### config.mk
export PLATFORM = sky130hd
export DESIGN_NAME = cksel_bank
export DESIGN_NICKNAME = d
export VERILOG_FILES = /design/src/rtl/cksel_pkg.sv /design/src/rtl/cksel_div_chan.sv /design/src/rtl/cksel_base_chan.sv /design/src/rtl/cksel_bank.sv
export SDC_FILE = /design/constraint.sdc
export NUM_CORES = 1
export LEC_CHECK = 0
export ABC_AREA = 1
export BUFFER_PORTS_ARGS = -buffer_cell sky130_fd_sc_hd__buf_2
export CAP_MARGIN = 20
export CORE_UTILIZATION = 59
export CTS_BUF_LIST = sky130_fd_sc_hd__clkbuf_16
export DETAILED_ROUTE_END_ITERATION = 6
export PLACE_DENSITY = 0.88
export RECOVER_POWER = 25
export SLEW_MARGIN = 10
export SYNTH_ARGS = -nofsm -noshare
export SYNTH_HDL_FRONTEND = slang
export SYNTH_SLANG_ARGS = --single-unit
### constraint.sdc
create_clock -name clk -period 6.11 [get_ports clk]
set_input_delay 0.611 -clock clk [delete_from_list [all_inputs] [get_ports clk]]
set_output_delay 0.611 -clock clk [all_outputs]
set_load 0.01 [all_outputs]
### src/rtl/cksel_pkg.sv
package cksel_pkg;
    localparam int SEL_W    = 5;
    localparam int SEL_LSB  = 24;
    localparam int DIV_LSB  = 2;
    localparam int N_DIV    = 5;

    localparam logic [SEL_W-1:0] SRC_RCOSC   = 5'd1;
    localparam logic [SEL_W-1:0] SRC_PLL_USB = 5'd7;

    // bit k set = source code k names a real source outside the divider set
    localparam logic [31:0] LEAF_MASK   = 32'h0000_03DF;
    localparam logic [31:0] DIVA_MASK   = 32'h0000_03DF;
    localparam logic [31:0] DIVBE_MASK  = 32'h0000_135F;
    localparam logic [31:0] ALL_MASK    = 32'h0001_F3DF;
    localparam logic [31:0] COMMON_MASK = 32'h0001_F35F;
    localparam logic [31:0] SAFE_MASK   = 32'h0000_0002;
    localparam logic [31:0] USB0_MASK   = 32'h0000_0080;

    function automatic logic [31:0] div_allow(input int i);
        return (i == 0) ? DIVA_MASK : DIVBE_MASK;
    endfunction

    function automatic logic [31:0] base_allow(input int n);
        if (n == 0)                       return SAFE_MASK;
        if (n == 1)                       return USB0_MASK;
        if (n >= 21 && n <= 24)           return 32'h0;
        if (n == 3 || n == 20 || n >= 26) return ALL_MASK;
        return COMMON_MASK;
    endfunction
endpackage

### src/rtl/cksel_div_chan.sv
module cksel_div_chan
    import cksel_pkg::*;
#(
    parameter int          DIV_W = 4,
    parameter logic [31:0] ALLOW = DIVBE_MASK
) (
    input  logic             clk,
    input  logic             rst_n,
    input  logic             wr_en,
    input  logic [SEL_W-1:0] w_sel,
    input  logic             w_gate,
    input  logic [DIV_W-1:0] w_div,
    input  logic [31:0]      par_ok,
    output logic [SEL_W-1:0] sel_q,
    output logic [DIV_W-1:0] div_q,
    output logic             on,
    output logic [31:0]      rd,
    output logic             bad
);
    logic gate_q;

    assign bad = wr_en && !ALLOW[w_sel];

    always_ff @(posedge clk or negedge rst_n) begin
        if (!rst_n) begin
            sel_q  <= SRC_RCOSC;
            gate_q <= 1'b0;
            div_q  <= '0;
        end else if (wr_en) begin
            gate_q <= w_gate;
            div_q  <= w_div;
            if (ALLOW[w_sel]) sel_q <= w_sel;
        end
    end

    assign on = !gate_q && par_ok[sel_q];

    always_comb begin
        rd = '0;
        rd[SEL_LSB +: SEL_W] = sel_q;
        rd[DIV_LSB +: DIV_W] = div_q;
        rd[0]                = gate_q;
    end
endmodule

### src/rtl/cksel_base_chan.sv
module cksel_base_chan
    import cksel_pkg::*;
#(
    parameter logic [31:0] ALLOW = COMMON_MASK
) (
    input  logic             clk,
    input  logic             rst_n,
    input  logic             wr_en,
    input  logic [SEL_W-1:0] w_sel,
    input  logic             w_gate,
    input  logic [31:0]      par_ok,
    output logic [SEL_W-1:0] sel_q,
    output logic             on,
    output logic [31:0]      rd,
    output logic             bad
);
    logic gate_q;

    assign bad = wr_en && !ALLOW[w_sel];

    always_ff @(posedge clk or negedge rst_n) begin
        if (!rst_n) begin
            sel_q  <= SRC_RCOSC;
            gate_q <= 1'b0;
        end else if (wr_en) begin
            gate_q <= w_gate;
            if (ALLOW[w_sel]) sel_q <= w_sel;
        end
    end

    assign on = !gate_q && par_ok[sel_q];

    always_comb begin
        rd = '0;
        rd[SEL_LSB +: SEL_W] = sel_q;
        rd[0]                = gate_q;
    end
endmodule

### src/rtl/cksel_bank.sv
module cksel_bank
    import cksel_pkg::*;
#(
    parameter int N_BASE   = 28,
    parameter int ADDR_W   = 6,
    parameter int BASE_OFS = 8,
    parameter int N_SRC_IN = 12,
    parameter int DIVW_A   = 2,
    parameter int DIVW_BD  = 4,
    parameter int DIVW_E   = 8,
    parameter int SAFE_IDX = 0,
    parameter int RSV_LO   = 21,
    parameter int RSV_HI   = 24
) (
    input  logic                      clk,
    input  logic                      rst_n,
    input  logic                      bus_we,
    input  logic [ADDR_W-1:0]         bus_addr,
    input  logic [31:0]               bus_wdata,
    output logic [31:0]               bus_rdata,
    input  logic [N_SRC_IN-1:0]       src_on,
    output logic [SEL_W*N_DIV-1:0]    div_sel,
    output logic [DIVW_E*N_DIV-1:0]   div_val,
    output logic [N_DIV-1:0]          div_on,
    output logic [SEL_W*N_BASE-1:0]   base_sel,
    output logic [N_BASE-1:0]         base_on,
    output logic                      sel_err
);
    localparam int DIVW_MAX = DIVW_E;

    logic [31:0]      leaf_ok, par_be, par_base;
    logic             on_a;
    logic [N_DIV-2:0] on_hi;
    logic [N_DIV-1:0] div_bad;
    logic [N_BASE-1:0] base_bad;
    logic [31:0]      div_rd  [N_DIV];
    logic [31:0]      base_rd [N_BASE];
    logic             err_q;
    logic             unused_wbits;

    assign unused_wbits = ^{bus_wdata[31:29], bus_wdata[23:10], bus_wdata[1]};

    // parent status: leaves, then divider A, then all dividers
    assign leaf_ok  = 32'(src_on) & LEAF_MASK;
    assign par_be   = leaf_ok | (32'(on_a) << 12);
    assign par_base = leaf_ok | (32'(div_on) << 12);
    assign div_on   = {on_hi, on_a};

    // divider A: its parents are leaves only
    logic [DIVW_A-1:0] div_a_q;
    cksel_div_chan #(.DIV_W(DIVW_A), .ALLOW(div_allow(0))) u_div_a (
        .clk(clk), .rst_n(rst_n),
        .wr_en(bus_we && bus_addr == ADDR_W'(0)),
        .w_sel(bus_wdata[SEL_LSB +: SEL_W]), .w_gate(bus_wdata[0]),
        .w_div(bus_wdata[DIV_LSB +: DIVW_A]), .par_ok(leaf_ok),
        .sel_q(div_sel[SEL_W-1:0]), .div_q(div_a_q), .on(on_a),
        .rd(div_rd[0]), .bad(div_bad[0])
    );
    assign div_val[DIVW_MAX-1:0] = DIVW_MAX'(div_a_q);

    for (genvar i = 1; i < N_DIV; i++) begin : g_div
        localparam int W = (i == N_DIV-1) ? DIVW_E : DIVW_BD;
        logic [W-1:0] dq;
        cksel_div_chan #(.DIV_W(W), .ALLOW(div_allow(i))) u_div (
            .clk(clk), .rst_n(rst_n),
            .wr_en(bus_we && bus_addr == ADDR_W'(i)),
            .w_sel(bus_wdata[SEL_LSB +: SEL_W]), .w_gate(bus_wdata[0]),
            .w_div(bus_wdata[DIV_LSB +: W]), .par_ok(par_be),
            .sel_q(div_sel[SEL_W*i +: SEL_W]), .div_q(dq), .on(on_hi[i-1]),
            .rd(div_rd[i]), .bad(div_bad[i])
        );
        assign div_val[DIVW_MAX*i +: DIVW_MAX] = DIVW_MAX'(dq);
    end

    for (genvar n = 0; n < N_BASE; n++) begin : g_base
        if (n == SAFE_IDX) begin : g_safe
            assign base_sel[SEL_W*n +: SEL_W] = SRC_RCOSC;
            assign base_on[n]  = par_base[SRC_RCOSC];
            assign base_rd[n]  = 32'(SRC_RCOSC) << SEL_LSB;
            assign base_bad[n] = 1'b0;
        end else if (n >= RSV_LO && n <= RSV_HI) begin : g_rsv
            assign base_sel[SEL_W*n +: SEL_W] = '0;
            assign base_on[n]  = 1'b0;
            assign base_rd[n]  = '0;
            assign base_bad[n] = 1'b0;
        end else begin : g_live
            cksel_base_chan #(.ALLOW(base_allow(n))) u_base (
                .clk(clk), .rst_n(rst_n),
                .wr_en(bus_we && bus_addr == ADDR_W'(BASE_OFS + n)),
                .w_sel(bus_wdata[SEL_LSB +: SEL_W]), .w_gate(bus_wdata[0]),
                .par_ok(par_base),
                .sel_q(base_sel[SEL_W*n +: SEL_W]), .on(base_on[n]),
                .rd(base_rd[n]), .bad(base_bad[n])
            );
        end
    end

    always_comb begin
        bus_rdata = '0;
        for (int i = 0; i < N_DIV; i++)
            if (bus_addr == ADDR_W'(i)) bus_rdata = div_rd[i];
        for (int n = 0; n < N_BASE; n++)
            if (bus_addr == ADDR_W'(BASE_OFS + n)) bus_rdata = base_rd[n];
    end

    always_ff @(posedge clk or negedge rst_n) begin
        if (!rst_n)                 err_q <= 1'b0;
        else if (|{div_bad, base_bad}) err_q <= 1'b1;
    end
    assign sel_err = err_q;
endmodule

==> run metrics <==
Pwr per Cell Area 252.0 nW/µm²; Die W 153.7 µm; area grow syn2layout 11.01%; top-count cell post-synth nand2_1; Final Hold Viols 0; DRT Wirelength 49.30 mm; Post-Synthesis Cell Area 13570 µm²; min Tclk post-route 4.595 ns; CP startpoint kind input port; flip-flop and latch count after synthesis 191; DP HPWL 33.38 mm; clock sinks 191; Num CTS Buffers 17; Area contributors post-synth dfrtp_1, nand2_1, o21ai_0; largest net degree at the start of global routing 77; cell family with most CP delay compound AO/OA/AOI/OAI gates; first-pass GRT wire length 75.44 mm; CP arrival 3.98 ns; Buffers & Inverters on Critical Path 4; layout cell share with drive strength beyond 1 15.22%; setup TNS 0 ns; Peak Freq 217.6 MHz; static leakage 7.164 nW; cell taking the most area after synthesis dfrtp_1; RSZ-0062 raised after global routing false; remaining global-route overflow 0; most frequent cells after synthesis nand2_1, o21ai_0, inv_1; WL/cell 19.69 µm; post-CTS sizing 0; Nets 2254; worst skew pair latency 0.44 ns; Main synth FF type dfrtp_1; Tot GR Track Use 41.31%; status finished, violations left; Synth Instances 2025; routed via count 15620; ANT nets after route 0; CP Capture Type output port; Inst Count DP 2467; FP Rows 55; die area 23620 µm²; Detailed Routing Iterations Pass 1 6; number of port buffers 237; # Max-Cap Violations 1; asr flop ratio synth 100.0%; num ports 324; area of the core 22570 µm²; fin. max-slew vios 66; Crit Path Class in2out; slowest CP cell clkinv_1; Reg clk slew, reported paths 0.07 ns; Tcrit/Tclk final 75.21%; failing checks capacitance limit, slew limit; CTS tree built; Final setup viols 0; Synth cell types 41; crit-path cells buf_2 > clkinv_1 > o21ai_0 > a32oi_1 > o21ai_1 > nand3_2 > a21oi_1 > nand2_1 > inv_1 > o21bai_1 > a21oi_1 > buf_2; initial antenna violation count 5; Worst-Margin Slew 3.625 ns; Post-route DRC 0; # H-tree levels 4; number of flops mapped to enable cells by yosys 0; Syn Area/Cell 6.703 µm²; peak supply drop 0.2051 mV; worst-case clock buffer depth 2; die height 153.7 µm; worst hold path type in2reg; routability cong. 0.9999; Initial Util 60.14%; fin cells 2504; Iter 0 DRT Violations 1982; register area share after synthesis 35.47%; Vias/cell 6.237; vias in the first global route 14140; CTS hold repair buffers 0; Slew headroom -141.7%; Yosys top cell area share 30.05%; Syn. warnings 0; WP data required 5.50 ns; Clock Skews 0 ns; Critical Path Max Stage Delay 0.74 ns; critical path peak fanout 24; Root Buffer clkbuf_16; Post-CTS Setup Inserts 0
==> worst register-to-register path, cell delays in order (launching register included) <==
cell	delay [ns]
dfstp_2	0.62
inv_1	0.13
o21ai_0	0.21
==> stage by stage <==
step / power [mW] / util (%) / setup slack [ns] / hold WS [ns] / cell area [µm²]
after floorplan: 2.261 / - / 3.130 / 0.3154 / 13810
after global placement: 2.562 / 64.21 / 1.871 / 0.4681 / 14490
after detailed placement: 2.598 / 64.21 / 1.796 / 0.4783 / 14490
after CTS: 3.756 / 66.85 / 1.758 / 0.1744 / 15090
after global routing: 3.946 / 66.76 / 1.078 / 0.3890 / 15070
final: 3.797 / 66.76 / 1.515 / 0.3766 / 15070
==> power breakdown <==
group          internal (mW)  switching (mW)
Combinational          0.345           0.652
Sequential              1.43           0.190
Clock                  0.644           0.537
Total                   2.42            1.38
==> state kept, by name (all words and copies together) (netlist names) <==
signal                       flops
g_div.u_div.div_q               20
g_base.g_live.u_base.gate_q     23
g_div.u_div.sel_q               20
g_base.g_live.u_base.sel_q     115
u_div_a.sel_q                    5
u_div_a.gate_q                   1
u_div_a.div_q                    2
g_div.u_div.gate_q               4
sel_err                          1
==> final cells by class <==
| type | instances | area, µm² |
|---|---|---|
| fillers | 1976 | 7503 |
| clock buffers | 17 | 425.4 |
| inverters | 285 | 1070 |
| clock inverters | 15 | 171.4 |
| flip-flops and latches | 191 | 4815 |
| multi-input cells | 1458 | 6974 |
| well taps | 285 | 356.6 |
| diodes | 5 | 12.51 |
| repair buffers | 248 | 1244 |
==> routing by layer <==
metal	up-vias	routed length, µm	share of wire, %	track usage, %
met2	1323	21120	43	61.73
met4	0	3291	6.7	28.00
met5	-	0	0	0
met3	273	7164	15	9.724
met1	7072	17720	36	53.35
li1	6949	-	-	-
==> logic make-up after synthesis <==
group	after synthesis	share of synthesized area, %
AOI/OAI and AO/OA	644	26.68
other	2	0.05533
buffers and inverters	439	14.93
DFF	191	35.47
and+or+nand+nor	749	22.86
==> final timing paths <==
kind,slack (ns),start,end,depth (start not counted)
min in group asynchronous,1.41,rst_n,g_base[15].g_live.u_base.sel_q[1],1
min,0.38,bus_wdata[6],g_div[4].u_div.div_q[4],3
max,1.51,src_on[4],base_on[2],12
max reg2reg,5.07,g_base[17].g_live.u_base.sel_q[0],g_base[17].g_live.u_base.sel_q[0],2
min reg2reg,0.50,g_base[10].g_live.u_base.gate_q,g_base[10].g_live.u_base.gate_q,2
max in group asynchronous,1.85,rst_n,g_div[4].u_div.sel_q[1],2
==> layout by cell type (no fill, tap or decap), types with 3 or more instances in the layout <==
cell type / n
a21oi_1: 156
a221oi_1: 4
a31oi_1: 4
a32oi_1: 4
buf_2: 222
buf_4: 9
bufinv_16: 3
clkbuf_1: 16
clkbuf_16: 17
clkinv_1: 6
clkinvlp_4: 3
conb_1: 65
dfrtp_1: 163
dfstp_2: 28
diode_2: 5
inv_1: 277
inv_2: 5
nand2_1: 500
nand3_1: 49
nand3_2: 3
nand4_1: 30
nor2_1: 115
nor2_2: 5
nor2_4: 3
nor3_1: 32
nor3_2: 6
o2111ai_1: 3
o211ai_1: 24
o21ai_0: 349
o21ai_1: 8
o21bai_1: 31
o221a_2: 23
o22ai_1: 27
o41ai_1: 4
(Power assumes the default switching activity.)
